<file path="src/rtl/sync_fifo_master_pkg.sv">
// Shared types for the synchronous FIFO bus master.
package sync_fifo_master_pkg;
    // Bus phases: idle, write burst, read turnaround, read burst, read release.
    typedef enum logic [2:0] {
        ST_IDLE    = 3'd0,
        ST_WRITE   = 3'd1,
        ST_RD_TURN = 3'd2,
        ST_READ    = 3'd3,
        ST_RD_HOLD = 3'd4
    } bus_phase_e;
endpackage

</file>
<file path="src/rtl/sfm_arbiter.sv">
// Phase sequencer: picks read or write bursts, alternating when both are
// pending, counts words per burst and sequences the read turnaround.
// Assumes wr_exit/accept inputs are qualified with the current phase.
module sfm_arbiter
    import sync_fifo_master_pkg::*;
#(
    parameter int BURST_LEN = 4
) (
    input  logic       clk,
    input  logic       rst_n,
    input  logic       wr_pending,
    input  logic       rd_pending,
    input  logic       wr_exit,
    input  logic       wr_accept,
    input  logic       rd_accept,
    output bus_phase_e phase,
    output logic       burst_cap
);
    localparam int CW = $clog2(BURST_LEN + 1);

    bus_phase_e     phase_nxt;
    logic [CW-1:0]  word_cnt;
    logic           last_was_wr;

    assign burst_cap = (word_cnt == CW'(BURST_LEN - 1));

    // Next phase selection.
    always_comb begin
        phase_nxt = phase;
        case (phase)
            ST_IDLE: begin
                if (wr_pending && rd_pending)
                    phase_nxt = last_was_wr ? ST_RD_TURN : ST_WRITE;
                else if (rd_pending)
                    phase_nxt = ST_RD_TURN;
                else if (wr_pending)
                    phase_nxt = ST_WRITE;
            end
            ST_WRITE:   if (wr_exit) phase_nxt = ST_IDLE;
            ST_RD_TURN: phase_nxt = ST_READ;
            ST_READ:    if (!rd_accept || burst_cap) phase_nxt = ST_RD_HOLD;
            ST_RD_HOLD: phase_nxt = ST_IDLE;
            default:    phase_nxt = ST_IDLE;
        endcase
    end

    // Phase register, burst word counter and direction history.
    always_ff @(posedge clk) begin
        if (!rst_n) begin
            phase       <= ST_IDLE;
            word_cnt    <= '0;
            last_was_wr <= 1'b1;
        end else begin
            phase <= phase_nxt;
            if (phase == ST_IDLE)
                word_cnt <= '0;
            else if (wr_accept || rd_accept)
                word_cnt <= word_cnt + 1'b1;
            if (phase == ST_IDLE && phase_nxt == ST_WRITE)
                last_was_wr <= 1'b1;
            else if (phase == ST_IDLE && phase_nxt == ST_RD_TURN)
                last_was_wr <= 1'b0;
        end
    end
endmodule

</file>
<file path="src/rtl/sfm_tx_stage.sv">
// Write path: one holding register presented on the bus while the write
// strobe is low. A held word stays until the slave takes it (room flag low
// at the edge), so a word refused on a full slave is retried.
module sfm_tx_stage #(
    parameter int DATA_W = 32,
    localparam int BE_W  = DATA_W / 8
) (
    input  logic              clk,
    input  logic              rst_n,
    input  logic              in_write,
    input  logic              burst_cap,
    input  logic              room_n,
    input  logic              tx_valid,
    input  logic [DATA_W-1:0] tx_data,
    input  logic [BE_W-1:0]   tx_keep,
    input  logic              tx_last,
    output logic              tx_ready,
    output logic              hold_vld,
    output logic              wr_accept,
    output logic              wr_exit,
    output logic [DATA_W-1:0] bus_dout,
    output logic [BE_W-1:0]   bus_be_out,
    output logic              bus_wr_n,
    output logic              bus_flush_n
);
    logic hold_last;
    logic closing;
    logic take;

    assign wr_accept   = in_write && hold_vld && !room_n;
    assign closing     = wr_accept && (hold_last || burst_cap);
    assign take        = in_write && !closing && (!hold_vld || wr_accept);
    assign tx_ready    = take;
    assign wr_exit     = closing || (take && !tx_valid) || (in_write && hold_vld && room_n);
    assign bus_wr_n    = !(in_write && hold_vld);
    assign bus_flush_n = !(in_write && hold_vld && hold_last);

    // Holding register load and release.
    always_ff @(posedge clk) begin
        if (!rst_n) begin
            hold_vld   <= 1'b0;
            hold_last  <= 1'b0;
            bus_dout   <= '0;
            bus_be_out <= '0;
        end else if (take && tx_valid) begin
            hold_vld   <= 1'b1;
            hold_last  <= tx_last;
            bus_dout   <= tx_data;
            bus_be_out <= tx_keep;
        end else if (wr_accept) begin
            hold_vld   <= 1'b0;
        end
    end
endmodule

</file>
<file path="src/rtl/sfm_rx_stage.sv">
// Read capture: registers a word the slave delivered on an accepted edge and
// presents it for one cycle on the receive stream. Sink never stalls.
module sfm_rx_stage #(
    parameter int DATA_W = 32,
    localparam int BE_W  = DATA_W / 8
) (
    input  logic              clk,
    input  logic              rst_n,
    input  logic              rd_accept,
    input  logic [DATA_W-1:0] bus_din,
    input  logic [BE_W-1:0]   bus_be_in,
    output logic              rx_valid,
    output logic [DATA_W-1:0] rx_data,
    output logic [BE_W-1:0]   rx_keep
);
    // Capture of accepted read words.
    always_ff @(posedge clk) begin
        if (!rst_n) begin
            rx_valid <= 1'b0;
            rx_data  <= '0;
            rx_keep  <= '0;
        end else begin
            rx_valid <= rd_accept;
            if (rd_accept) begin
                rx_data <= bus_din;
                rx_keep <= bus_be_in;
            end
        end
    end
endmodule

</file>
<file path="src/rtl/sync_fifo_master.sv">
// Master controller for a single-channel synchronous slave FIFO bus.
// Assumes clk is the slave-supplied bus clock and that the receive sink
// accepts every rx_valid word.
module sync_fifo_master
    import sync_fifo_master_pkg::*;
#(
    parameter int DATA_W    = 32,
    parameter int BURST_LEN = 4,
    localparam int BE_W     = DATA_W / 8
) (
    input  logic              clk,
    input  logic              rst_n,
    input  logic              bus_tx_room_n,
    input  logic              bus_rx_avail_n,
    output logic              bus_oe_n,
    output logic              bus_rd_n,
    output logic              bus_wr_n,
    output logic              bus_flush_n,
    output logic [DATA_W-1:0] bus_dout,
    output logic [BE_W-1:0]   bus_be_out,
    input  logic [DATA_W-1:0] bus_din,
    input  logic [BE_W-1:0]   bus_be_in,
    input  logic              tx_valid,
    output logic              tx_ready,
    input  logic [DATA_W-1:0] tx_data,
    input  logic [BE_W-1:0]   tx_keep,
    input  logic              tx_last,
    output logic              rx_valid,
    output logic [DATA_W-1:0] rx_data,
    output logic [BE_W-1:0]   rx_keep
);
    bus_phase_e phase;
    logic       burst_cap;
    logic       hold_vld;
    logic       wr_accept;
    logic       wr_exit;
    logic       rd_accept;
    logic       wr_pending;

    assign wr_pending = (hold_vld || tx_valid) && !bus_tx_room_n;
    assign rd_accept  = (phase == ST_READ) && !bus_rx_avail_n;
    assign bus_rd_n   = (phase != ST_READ);
    assign bus_oe_n   = !(phase == ST_RD_TURN || phase == ST_READ || phase == ST_RD_HOLD);

    sfm_arbiter #(.BURST_LEN(BURST_LEN)) u_arb (
        .clk        (clk),
        .rst_n      (rst_n),
        .wr_pending (wr_pending),
        .rd_pending (!bus_rx_avail_n),
        .wr_exit    (wr_exit),
        .wr_accept  (wr_accept),
        .rd_accept  (rd_accept),
        .phase      (phase),
        .burst_cap  (burst_cap)
    );

    sfm_tx_stage #(.DATA_W(DATA_W)) u_tx (
        .clk         (clk),
        .rst_n       (rst_n),
        .in_write    (phase == ST_WRITE),
        .burst_cap   (burst_cap),
        .room_n      (bus_tx_room_n),
        .tx_valid    (tx_valid),
        .tx_data     (tx_data),
        .tx_keep     (tx_keep),
        .tx_last     (tx_last),
        .tx_ready    (tx_ready),
        .hold_vld    (hold_vld),
        .wr_accept   (wr_accept),
        .wr_exit     (wr_exit),
        .bus_dout    (bus_dout),
        .bus_be_out  (bus_be_out),
        .bus_wr_n    (bus_wr_n),
        .bus_flush_n (bus_flush_n)
    );

    sfm_rx_stage #(.DATA_W(DATA_W)) u_rx (
        .clk       (clk),
        .rst_n     (rst_n),
        .rd_accept (rd_accept),
        .bus_din   (bus_din),
        .bus_be_in (bus_be_in),
        .rx_valid  (rx_valid),
        .rx_data   (rx_data),
        .rx_keep   (rx_keep)
    );
endmodule

</file>
<file path="config.mk">
export PLATFORM = sky130hd
export DESIGN_NAME = sync_fifo_master
export DESIGN_NICKNAME = d
export VERILOG_FILES = /design/src/rtl/sync_fifo_master_pkg.sv /design/src/rtl/sfm_arbiter.sv /design/src/rtl/sfm_tx_stage.sv /design/src/rtl/sfm_rx_stage.sv /design/src/rtl/sync_fifo_master.sv
export SDC_FILE = /design/constraint.sdc
export NUM_CORES = 1
export LEC_CHECK = 0
export BUFFER_PORTS_ARGS = -buffer_cell sky130_fd_sc_hd__buf_2
export CAP_MARGIN = 15
export CORE_UTILIZATION = 25
export DETAILED_ROUTE_END_ITERATION = 10
export GPL_TIMING_DRIVEN = 0
export HOLD_SLACK_MARGIN = 0.12
export SETUP_SLACK_MARGIN = 0.3
export SLEW_MARGIN = 20
export SYNTH_ARGS = -nofsm -noshare
export SYNTH_HDL_FRONTEND = slang
export SYNTH_SLANG_ARGS = --single-unit
export TNS_END_PERCENT = 30
</file>
<file path="constraint.sdc">
create_clock -name clk -period 4.35 [get_ports clk]
set_input_delay 0.435 -clock clk [delete_from_list [all_inputs] [get_ports clk]]
set_output_delay 0.435 -clock clk [all_outputs]
set_load 0.02 [all_outputs]
</file>
# Word-level counts from Yosys, hierarchy flattened
# Index checks and enable logic that the tools add are counted.
dict set report word_totals {
  ff_bits 82
  in_bits 78
  wordCells 65
}
dict set report op_classes {
  n_addsub 1
  eq_ne 8
  n_mux 9
  bitwise 1
  reduce_logical 36
}
# operator count
set ops {}
lappend ops {{two-way mux 3 bit} 5}
lappend ops {{logical AND 1 bit} 14}
lappend ops {{== test 3 x 2 -> 1 bit (second input constant)} 4}
lappend ops {{one-hot mux 3 bit (4 select lines)} 1}
lappend ops {{logical NOT 1 bit} 9}
lappend ops {{logical OR 1 bit} 9}
lappend ops {{== test 3 x 1 -> 1 bit (second input constant)} 2}
lappend ops {{OR reduction 2 bit} 2}
lappend ops {{adder 3 x 1 -> 3 bit (second input constant)} 1}
lappend ops {{== test 3 bit (second input constant)} 1}
lappend ops {{logical NOT 3 bit} 1}
lappend ops {{!= test 3 x 2 -> 1 bit (second input constant)} 1}
lappend ops {{two-way mux 1 bit} 2}
lappend ops {{two-way mux 2 bit} 1}
lappend ops {{nonzero test 2 bit} 1}
lappend ops {{NOT 1 bit} 1}

# Longest topological paths before layout
# Gate-level depths: netlist of the first run.
dict set report logic_depth {
  ltp_word 15
  depth_mapped 7
}

# Cells and area by module
# Synthesis of the first run repeated with hierarchy kept, for this count alone.
dict set report hier_totals {
  hier_cells 263
  hier_area_um2 3057.9
}
# module instances cells_per_inst area_per_inst_um2
set modules_own_cells {}
lappend modules_own_cells {sfm_rx_stage 1 117 1415.1}
lappend modules_own_cells {sfm_tx_stage 1 104 1275.0}
lappend modules_own_cells {sfm_arbiter 1 34 324.1}
lappend modules_own_cells {sync_fifo_master 1 8 43.8}

# Worst setup path after synthesis of the first run
# No wires, ideal clock.
dict set report synth_path {
  kind {register to register}
  from {register u_arb.word_cnt[0]}
  to {register u_tx.bus_be_out[0]}
  setup_ps 72
  arrival_time_ps 1669
  path_slack_ps 2609
  path_stages_with_launch 8
  period_less_slack_ps 1741
  cell_sequence {dfxtp_1 -> ha_1 -> ha_1 -> o31ai_1 -> and3_1 -> buf_4 -> buf_6 -> mux2i_1}
}
dict set report synth_via {
  elab_chain_len 7
}
# element line
set synth_lines {}
lappend synth_lines {{start, declared} sfm_arbiter.sv:22} ;# logic [CW-1:0] word_cnt;
lappend synth_lines {{start signal, assigned} sfm_arbiter.sv:58} ;# word_cnt <= word_cnt + 1'b1;
lappend synth_lines {{== test 3 x 2 -> 1 bit} sfm_arbiter.sv:25} ;# assign burst_cap = (word_cnt == CW'(BURST_LEN - 1));
lappend synth_lines {{logical OR 1 bit} sfm_tx_stage.sv:31} ;# assign closing = wr_accept && (hold_last || burst_cap);
lappend synth_lines {{logical AND 1 bit} sfm_tx_stage.sv:31}
lappend synth_lines {{logical NOT 1 bit} sfm_tx_stage.sv:32} ;# assign take = in_write && !closing && (!hold_vld || wr_accept);
lappend synth_lines {{logical AND 1 bit (2 in series)} sfm_tx_stage.sv:32}
lappend synth_lines {{logical AND 1 bit} sfm_tx_stage.sv:45} ;# end else if (take && tx_valid) begin
lappend synth_lines {{end signal, assigned} sfm_tx_stage.sv:49} ;# bus_be_out <= tx_keep;
lappend synth_lines {{end, declared} sfm_tx_stage.sv:22} ;# output logic [BE_W-1:0] bus_be_out,
# No other way between the ends.
# A chain may end at the register's enable or synchronous reset.

# Worst setup path after layout of the first run
dict set report layout_path {
  from {register u_arb.word_cnt[0]}
  to {output port tx_ready}
}
dict set report layout_via {
  elab_chain_len 6
}
# element line
set layout_lines {}
lappend layout_lines {{== test 3 x 2 -> 1 bit} sfm_arbiter.sv:25}
lappend layout_lines {{logical OR 1 bit} sfm_tx_stage.sv:31}
lappend layout_lines {{logical AND 1 bit} sfm_tx_stage.sv:31}
lappend layout_lines {{logical NOT 1 bit} sfm_tx_stage.sv:32}
lappend layout_lines {{logical AND 1 bit (2 in series)} sfm_tx_stage.sv:32}
lappend layout_lines {{end, declared} sync_fifo_master.sv:24} ;# output logic tx_ready,
# No other way between the ends.

==> run summary, run 1 <==
Clock Skew -> 4.97 ps
Final slew viol count -> 0
Die W -> 117 um
Largest net degree at the start of global routing -> 14
DR pass1 iterations -> 4
Post-synthesis compound-gate area fraction -> 0.112
Power density over the cells -> 370 nW/um^2
Critical path arrival -> 1750 ps
Synthesized instance count -> 379
Root buf cell -> clkbuf_16
Share of cells above drive strength 1 -> 0.335
GRT Total Usage -> 0.127
Maximum net fanout on the critical path -> 3
Placement Rows -> 41
Iter 0 DRT Violations -> 120
Ant diodes -> 0
Status -> complete, no violations
Final worst setup slack -> 2170 ps
Port Buf Inserts -> 154
Main combinational cell family by area after synthesis -> simple AND/OR/NAND/NOR gates
First-pass GRT wire length -> 13200 um
Reg area -> 1640 um^2
CP startpoint kind -> register
Commonest non-fill, non-tap cell in the layout -> buf_2
Final setup viols -> 0
Peak Freq -> 0.459 GHz
Worst-Skew Late Latency -> 330 ps
Top FF cell, synth -> dfxtp_1
XOR/XNOR share of the synthesized area -> 0
DRT Wirelength -> 8710 um
Ys Warns -> 0
Die area -> 13700 um^2
Clock buffer count from CTS -> 9
Die span in y -> 117 um
Final antenna-violating net count -> 0
Area grow syn2layout -> 38.5%
Least-Margin Pin Slew -> 555 ps
Post-Syn Area -> 3310 um^2
Wire per inst -> 12.1 um
Area share of fa/ha/maj cells after synthesis -> 0.00755
H-tree depth -> 3
Fin nets -> 624
Post-detail-place hpwl -> 6560 um
Placed cell area -> 4300 um^2
Io pins -> 156
Post-route DRC -> 0
Max Buffers Root-to-Sink -> 2
Worst vdd ir -> 0.213 mV
Clk sink count -> 82
CP Class -> reg2out
Mux cell area share after synthesis -> 0.118
Post-Syn Area per Cell -> 8.75 um^2
TritonCTS clock tree -> done
Multi-input gate area -> 1520 um^2
Async SR Flop Fraction -> 0
Vias in the first global route -> 2791
Post-route cell area -> 4590 um^2
Setup crit end kind -> primary output
PostCTS Resize Cnt -> 0
Register bit total from synthesis -> 82
Initial core utilization -> 0.259
CORE AREA -> 12800 um^2
Worst slack, placed -> 2060 ps
Post-synth EDFFs -> 0
Initial antenna violation count -> 0
Commonest non-fill, non-tap cells in the layout -> buf_2 (159), nand2_1 (148), dfxtp_1 (82), mux2i_1 (39), a21boi_0 (29)
Distinct cells, synth -> 33
Syn Nets -> 459
Post-CTS Setup Bufs -> 0
Clock transition at path regs -> 60 ps
Min Tclk post-route -> 2180 ps
Fin. Hold Viols -> 0
Leak -> 2.02 nW
Post-synthesis simple-gate area fraction -> 0.220
Final period utilization -> 0.501
Detailed-route via count -> 3095
RSZ-0062 raised after global routing -> no
Fillers -> 1343
Critical Path RT -> 3910 ps
Via density -> 4.29
Overflow after GRT -> 0
Worst min-delay path class -> in2reg
Sequential element share of the synthesized area -> 0.495
RD Place Congestion -> 0.700
Slew Limit Headroom -> 0.630
MaxCap Viol Count -> 0
Hold bufs inserted after CTS -> 0
Setup TNS -> 0 ps
[synth_stat cells (all sizes together) (2+ instances only)]
cell    count  share of area
nand2     148           0.17
dfxtp      82           0.50
mux2i      39           0.12
a21boi     37          0.084
clkbuf     18          0.020
buf        10          0.023
nand3       5         0.0075
nor2        4         0.0045
o31ai       4         0.0091
inv         3         0.0034
nand2b      3         0.0057
o21ai       3         0.0045
a211oi      2         0.0045
a31oi       2         0.0038
and2        2         0.0038
ha          2         0.0075
or3         2         0.0053
or4         2         0.0045
[worst paths after layout]
| check | start | endpoint | slack, ps | cells after the start |
|---|---|---|---|---|
| setup / recovery | u_arb.word_cnt[0]$_SDFFE_PP0P_ | tx_ready | 2170 | 5 |
| hold / removal | bus_din[8] | u_rx.rx_data[8]$_SDFFE_PN0P_ | 340 | 3 |
| setup reg to reg | u_arb.word_cnt[0]$_SDFFE_PP0P_ | u_tx.bus_be_out[2]$_SDFFE_PN0P_ | 2380 | 7 |
| hold reg to reg | u_rx.rx_data[9]$_SDFFE_PN0P_ | u_rx.rx_data[9]$_SDFFE_PN0P_ | 450 | 2 |
[state kept, by name, summed over array words and instances, names as in the netlist]
signal and flops:
u_arb.last_was_wr 1, u_arb.phase 3, u_arb.word_cnt 3, u_rx.rx_data 32
u_rx.rx_keep 4, u_rx.rx_valid 1, u_tx.bus_be_out 4, u_tx.bus_dout 32
u_tx.hold_last 1, u_tx.hold_vld 1
[report_power, final]
part / total, mW / leakage, nW / switching (mW) / internal, mW
combinational: 0.189 / 1.22 / 0.108 / 0.0809
clock: 0.722 / 0.141 / 0.291 / 0.431
sequential: 0.786 / 0.663 / 0.0118 / 0.774
total: 1.70 / 2.02 / 0.412 / 1.29
[worst max-delay path, cell delays in order, from the launching register on]
cell and delay [ps]:
dfxtp_1 320, ha_1 200, ha_1 210, o31ai_1 330, and2_1 170, buf_2 170
[metal layers]
| metal | GRT usage | up-vias | part of all wire |
|---|---|---|---|
| met1 | 0.148 | 1411 | 0.44 |
| met5 | 0 | - | 0 |
| met4 | 0.0481 | 0 | 0.013 |
| met3 | 0.0427 | 12 | 0.062 |
| met2 | 0.216 | 100 | 0.48 |
| li1 | - | 1572 | - |
[through the flow]
step                std cells   util  power, mW  hold slack (ps)
finish                    721  0.359       1.70              336
global route              721  0.359       1.78              325
CTS                       721  0.359       1.73              318
detailed placement        705  0.337      0.993              444
global placement          705  0.337      0.988              437
floorplan                 379      -      0.913              444
[layout make-up]
cell class,instances,share of cell area
Buffer,28,0.0316
Clock buffer,12,0.0580
Clock inverter,4,0.00545
Inverter,3,0.00245
Multi-Input combinational cell,266,0.330
Sequential cell,82,0.357
Tap cell,172,0.0469
Timing Repair Buffer,154,0.168
[cells by family after synthesis]
logic type               Yosys count
multiplexers                      39
buffers and inverters             31
adder cells (fa/ha/maj)            2
flip-flops                        82
AO/OA/AOI/OAI                     51
AND/OR/NAND/NOR                  174
No activity file was read; power rests on OpenSTA's default activity.
==> inputs of run 2 (changes only) <==
- clock period: 4.35 -> 1.9 ns (I/O delays scaled with it)
==> run summary, run 2 (synthesis results as in run 1) <==
Status -> complete, no violations (unchanged)
Worst slack, placed -> 12.5 ps (was 2060 ps)
Peak Freq -> 0.603 GHz
Critical path arrival -> 1470 ps (was 1750 ps)
Worst vdd ir -> 0.504 mV (was 0.213 mV)
TritonCTS clock tree -> done (unchanged)
R2R setup slack -> 250 ps (was 2380 ps)
Sequential Power Share -> 0.411 (was 0.463)
Io pins -> 156 (unchanged)
Commonest non-fill, non-tap cells in the layout -> buf_2 (154), nand2_1 (148), dfxtp_1 (79), dlygate4sd3_1 (72), mux2i_1 (39) (was buf_2 (159), nand2_1 (148), dfxtp_1 (82), mux2i_1 (39), a21boi_0 (29))
Hold depth -> 3 (unchanged)
Reg2Reg Launch Point -> u_arb.phase[1]$_SDFF_PN0_ (was u_arb.word_cnt[0]$_SDFFE_PP0P_)
Final slew viol count -> 0 (unchanged)
Post-route DRC -> 0 (unchanged)
Final antenna-violating net count -> 0 (unchanged)
Crit path from -> u_arb.word_cnt[0]$_SDFFE_PP0P_ (unchanged)
Crit-path cells -> ha_4 -> ha_4 -> o31ai_4 -> and2_4 -> buf_6 (was ha_1 -> ha_1 -> o31ai_1 -> and2_1 -> buf_2)
Overflow after GRT -> 0 (unchanged)
RSZ-0062 raised after global routing -> yes (was no)
RD Place Congestion -> 0.780 (was 0.700)
Fin nets -> 703 (was 624)
Logic gate share of total power -> 0.134 (was 0.111)
Fin. Hold Viols -> 0 (unchanged)
Max Buffers Root-to-Sink -> 2 (unchanged)
Clock buffer count from CTS -> 9 (unchanged)
Vias in the first global route -> 3176 (was 2791)
Initial antenna violation count -> 1 (was 0)
Commonest non-fill, non-tap cell in the layout -> buf_2 (unchanged)
Switch Pwr -> 995 uW (was 412 uW)
Setup TNS -> 0 ps (unchanged)
Area grow syn2layout -> 67.3% (was 38.5%)
Placement Rows -> 41 (unchanged)
Crit path max-delay family -> flip-flops (was adder cells)
Largest regs -> u_rx.rx_data: 32 flops, u_tx.bus_dout: 32 flops (unchanged)
Final worst setup slack -> 241 ps (was 2170 ps)
CP Class -> reg2out (unchanged)
H-tree depth -> 3 (unchanged)
Clock Skew -> 5.76 ps (was 4.97 ps)
CP bufs+invs -> 1 (unchanged)
Worst-Skew Late Latency -> 340 ps (was 330 ps)
Iter 0 DRT Violations -> 138 (was 120)
Setup crit end kind -> primary output (unchanged)
Least-Margin Pin Slew -> 491 ps (was 555 ps)
CP most frequent cell -> ha_4 (was ha_1)
Ant diodes -> 0 (unchanged)
Net Sw Frac -> 0.227 (was 0.243)
Clock transition at path regs -> 60 ps (about the same)
Wire per inst -> 12.5 um (was 12.1 um)
Cell depth of the worst flop-to-flop path -> 4 (was 7)
CP startpoint kind -> register (unchanged)
Slew Limit Headroom -> 0.673 (was 0.630)
DRT Wirelength -> 10000 um (was 8710 um)
Min Tclk post-route -> 1660 ps
Largest stage delay on the critical path -> 330 ps (about the same)
Post-detail-place hpwl -> 6740 um (was 6560 um)
Clock power share -> 0.455 (was 0.426)
Leak -> 2.41 nW (was 2.02 nW)
Initial core utilization -> 0.259 (unchanged)
Internal Power -> 3.39 mW (was 1.29 mW)
Power density over the cells -> 792 nW/um^2 (was 370 nW/um^2)
MaxCap Viol Count -> 0 (unchanged)
CORE AREA -> 12800 um^2 (unchanged)
First-pass GRT wire length -> 14800 um (was 13200 um)
Die W -> 117 um (unchanged)
Final period utilization -> 0.873
Die span in y -> 117 um (unchanged)
Die area -> 13700 um^2 (unchanged)
Root buf cell -> clkbuf_16 (unchanged)
Final setup viols -> 0 (unchanged)
Min-Delay Endpoint -> u_rx.rx_keep[3]$_SDFFE_PN0P_ (was u_rx.rx_data[8]$_SDFFE_PN0P_)
Critical Path RT -> 1710 ps (was 3910 ps)
GRT Total Usage -> 0.143 (was 0.127)
Clk sink count -> 82 (unchanged)
Largest net degree at the start of global routing -> 14 (unchanged)
Worst min-delay path class -> in2reg (unchanged)
DR pass1 iterations -> 4 (unchanged)
Port Buf Inserts -> 154 (unchanged)
Detailed-route via count -> 3365 (was 3095)
Share of cells above drive strength 1 -> 0.322 (was 0.335)
Worst Hold Launch -> bus_be_in[3] (was bus_din[8])
Maximum net fanout on the critical path -> 3 (unchanged)
Critical Path Slowest Stage Cell -> dfxtp_2 (was o31ai_1)
Via density -> 4.21 (was 4.29)
Capturing point of the worst reg2reg path -> u_arb.phase[0]$_SDFF_PN0_ (was u_tx.bus_be_out[2]$_SDFFE_PN0P_)
==> run 2: changes by cell type in the layout (fill, tap and decap cells not counted), moves of 2 or more <==
cell / before / now
buf_4: 1 / 7
clkbuf_1: 18 / 13
buf_12: 0 / 3
dfxtp_1: 82 / 79
clkbuf_2: 0 / 5
bufinv_16: 0 / 3
ha_1: 2 / 0
dlygate4sd3_1: 0 / 72
dfxtp_2: 0 / 3
clkbuf_8: 3 / 1
ha_4: 0 / 2
buf_2: 159 / 154
==> run 2: area by class of cell <==
class                      count  area [um^2]
multi-input combinational    266         1560
buffer                        28          195
clock inverter                 5          103
clock buffer                  10          239
sequential                    82         1650
inverter                       3         11.3
fill                        1218         7230
timing repair buffer         233         1570
tap                          172          215
==> run 2: per-stage QoR <==
stage	hold WS [ps]	instance area [um^2]	util	instances	power, mW
3_5_place_dp	443	4330	0.339	705	2.28
6_report	110	5540	0.434	799	4.39
4_1_cts	137	5490	0.430	797	4.42
5_1_grt	136	5540	0.434	799	4.57
2_1_floorplan	325	3340	-	379	2.09
3_3_place_gp	431	4330	0.339	705	2.27
==> run 2: worst max path at each step <==
stage	slack, ps	cells past startpoint	end
6_report	240	5	tx_ready
5_1_grt	180	5	tx_ready
4_1_cts	220	5	tx_ready
3_5_place_dp	10	5	u_arb.phase[2]$_SDFF_PN0_
3_3_place_gp	30	5	u_arb.phase[2]$_SDFF_PN0_
2_1_floorplan	310	7	u_tx.bus_be_out[0]$_SDFFE_PN0P_
==> run 2: timing repair <==
action	4_1_cts	5_1_grt
resized for setup	16	13
setup endpoints to repair	70	59
buffers inserted	5	0
gates cloned	0	2
pin swaps	1	0
hold endpoints to repair	72	0
hold buffers	72	0
==> run 2: power by group through the flow <==
stage / Sequential (mW) / Combinational [mW] / Clock, mW
final: 1.80 / 0.588 / 2.00
after global routing: 1.81 / 0.640 / 2.13
after CTS: 1.80 / 0.573 / 2.05
after detailed placement: 1.84 / 0.443 / 0
after global placement: 1.83 / 0.433 / 0
after floorplan: 1.88 / 0.210 / 0
==> run 2: worst reg2reg max path, delay by kind of cell (launching register included) <==
kind            cells  cell delay [ps]
simple gates        2              850
flops               1              350
buf+inv             1              200
compound gates      1              160
==> run 2: routing by layer <==
metal / vias to the layer above / part of all wire / GRT usage
met5: - / 0.0012 / 0
met4: 2 / 0.017 / 0.0709
met3: 14 / 0.041 / 0.0324
met2: 87 / 0.50 / 0.255
met1: 1538 / 0.44 / 0.160
li1: 1724 / - / -
==> inputs of run 3 (changes only) <==
- SETUP_SLACK_MARGIN: 0.3 -> default
==> run summary, run 3 (synthesis results as in run 1) <==
Leak -> 2.36 nW (was 2.41 nW)
Fillers -> 1229 (was 1218)
Ant diodes -> 0 (unchanged)
Clock buffer count from CTS -> 9 (unchanged)
Max Buffers Root-to-Sink -> 2 (unchanged)
Via density -> 4.27 (was 4.21)
Clock Skew -> 5.09 ps (was 5.76 ps)
Reg2Reg Launch Point -> u_arb.word_cnt[0]$_SDFFE_PP0P_ (was u_arb.phase[1]$_SDFF_PN0_)
Area grow syn2layout -> 63.0% (was 67.3%)
R2R setup slack -> 130 ps (was 250 ps)
Net Sw Frac -> 0.243 (was 0.227)
Post-detail-place hpwl -> 6560 um (was 6740 um)
Fin. Hold Viols -> 0 (unchanged)
DRT Wirelength -> 10100 um (was 10000 um)
Multi-input gate area -> 1530 um^2 (was 1560 um^2)
Setup crit end kind -> primary output (unchanged)
Fin nets -> 701 (was 703)
Io pins -> 156 (unchanged)
Peak Freq -> 0.563 GHz (was 0.603 GHz)
Capturing point of the worst reg2reg path -> u_tx.bus_dout[15]$_SDFFE_PN0P_ (was u_arb.phase[0]$_SDFF_PN0_)
Clock power share -> 0.411 (was 0.455)
Die span in y -> 117 um (unchanged)
TritonCTS clock tree -> done (unchanged)
Reg area -> 1640 um^2 (was 1650 um^2)
Final antenna-violating net count -> 0 (unchanged)
Status -> complete, no violations (unchanged)
Initial core utilization -> 0.259 (unchanged)
Worst-Skew Late Latency -> 340 ps (about the same)
Vias in the first global route -> 3200 (was 3176)
Layout Utilization -> 0.423 (was 0.434)
Share of cells above drive strength 1 -> 0.310 (was 0.322)
Final period utilization -> 0.935 (was 0.873)
Worst min-delay path class -> in2reg (unchanged)
RD Place Congestion -> 0.700 (was 0.780)
Root buf cell -> clkbuf_16 (unchanged)
Commonest non-fill, non-tap cell in the layout -> buf_2 (unchanged)
Highest metal used -> met4 (was met5)
Crit path from -> u_arb.word_cnt[0]$_SDFFE_PP0P_ (unchanged)
Met2 wire length -> 5280 um (was 5040 um)
Internal Power -> 3.06 mW (was 3.39 mW)
Placed cell area -> 4300 um^2 (was 4330 um^2)
Hold depth -> 3 (unchanged)
Critical Path RT -> 1710 ps (about the same)
Critical path arrival -> 1590 ps (was 1470 ps)
Cell depth of the worst flop-to-flop path -> 7 (was 4)
Min Tclk post-route -> 1780 ps (was 1660 ps)
Final setup viols -> 0 (unchanged)
Initial antenna violation count -> 0 (was 1)
Port Buf Inserts -> 154 (unchanged)
Detailed-route via count -> 3404 (was 3365)
Met3 WL -> 491 um (was 405 um)
Switch Pwr -> 984 uW (was 995 uW)
Power density over the cells -> 748 nW/um^2 (was 792 nW/um^2)
Iter 0 DRT Violations -> 116 (was 138)
Die area -> 13700 um^2 (unchanged)
Least-Margin Pin Slew -> 570 ps (was 491 ps)
MaxCap Viol Count -> 0 (unchanged)
CORE AREA -> 12800 um^2 (unchanged)
DR pass1 iterations -> 4 (unchanged)
Final slew viol count -> 0 (unchanged)
Setup crit end -> tx_ready (unchanged)
Placement Rows -> 41 (unchanged)
Worst vdd ir -> 0.514 mV (was 0.504 mV)
Clock transition at path regs -> 60 ps (about the same)
Maximum net fanout on the critical path -> 3 (unchanged)
Largest regs -> u_rx.rx_data: 32 flops, u_tx.bus_dout: 32 flops (unchanged)
Post-route DRC -> 0 (unchanged)
Wire per inst -> 12.7 um (was 12.5 um)
M1 WL -> 4230 um (was 4370 um)
Logic gate share of total power -> 0.144 (was 0.134)
Largest net degree at the start of global routing -> 14 (unchanged)
Overflow after GRT -> 0 (unchanged)
GRT Total Usage -> 0.147 (was 0.143)
RSZ-0062 raised after global routing -> yes (unchanged)
Clk sink count -> 82 (unchanged)
Sequential Power Share -> 0.445 (was 0.411)
First-pass GRT wire length -> 15200 um (was 14800 um)
Die W -> 117 um (unchanged)
CP startpoint kind -> register (unchanged)
CP Class -> reg2out (unchanged)
Commonest non-fill, non-tap cells in the layout -> buf_2 (158), nand2_1 (148), dfxtp_1 (82), dlygate4sd3_1 (72), mux2i_1 (37) (was buf_2 (154), nand2_1 (148), dfxtp_1 (79), dlygate4sd3_1 (72), mux2i_1 (39))
Post-route cell area -> 5400 um^2 (was 5540 um^2)
H-tree depth -> 3 (unchanged)
Slew Limit Headroom -> 0.620 (was 0.673)
run 3: changes by cell type in the layout (fill, tap and decap cells not counted), sizes merged:
| cell | change |
|---|---|
| bufinv | -3 |
| clkinvlp | +1 |
| clkinv | +1 |
run 3: how the worst min path moves through the flow:
stage	endpoint	slack [ps]	startpoint
global route	u_rx.rx_data[28]$_SDFFE_PN0P_	130	bus_din[28]
global placement	u_rx.rx_data[6]$_SDFFE_PN0P_	430	bus_din[6]
detailed placement	u_rx.rx_data[19]$_SDFFE_PN0P_	440	bus_din[19]
floorplan	u_rx.rx_data[11]$_SDFFE_PN0P_	320	bus_din[11]
finish	u_rx.rx_data[28]$_SDFFE_PN0P_	130	bus_din[28]
CTS	u_rx.rx_data[28]$_SDFFE_PN0P_	120	bus_din[28]
run 3: worst max-delay path, stage by stage (launching register included):
cell     delay (ps)
dfxtp_1         320
ha_1            210
ha_2            190
o31ai_2         220
and2_1          160
buf_4           140
run 3: per-stage QoR:
step	worst slack (ps)	TNS (ps)	total power [mW]	std cells	hold WS (ps)
floorplan	159	0	2.09	379	325
global placement	-96.7	-667	2.26	705	433
detailed placement	-140	-2730	2.27	705	438
CTS	0.697	0	4.07	793	122
global route	-25.1	-56.3	4.24	798	127
finish	124	0	4.04	798	133
run 3: layout make-up:
cell class                      count  area share
Buffer                             28      0.0333
Sequential cell                    82       0.304
Inverter                            3     0.00208
Multi-Input combinational cell    266       0.283
Clock buffer                       12      0.0493
Clock inverter                      4     0.00463
Tap cell                          172      0.0398
Timing Repair Buffer              231       0.283
run 3: power groups by stage:
stage	combinational, mW	sequential, mW	clock, mW
global placement	0.430	1.83	0
detailed placement	0.438	1.84	0
floorplan	0.205	1.88	0
CTS	0.556	1.80	1.72
global route	0.632	1.80	1.80
finish	0.580	1.80	1.66
run 3: metal layers:
layer,GRT usage,up-vias
met5,0,-
met4,0.0506,0
met3,0.0417,9
met2,0.272,103
met1,0.158,1568
li1,-,1724
run 3: what timing repair did:
action                     4_1_cts  5_1_grt
hold endpoints to repair        72        0
resized for setup                4       11
setup endpoints to repair       31       42
setup buffers                    0        5
pin swaps                        0        2
hold buffers                    72        0
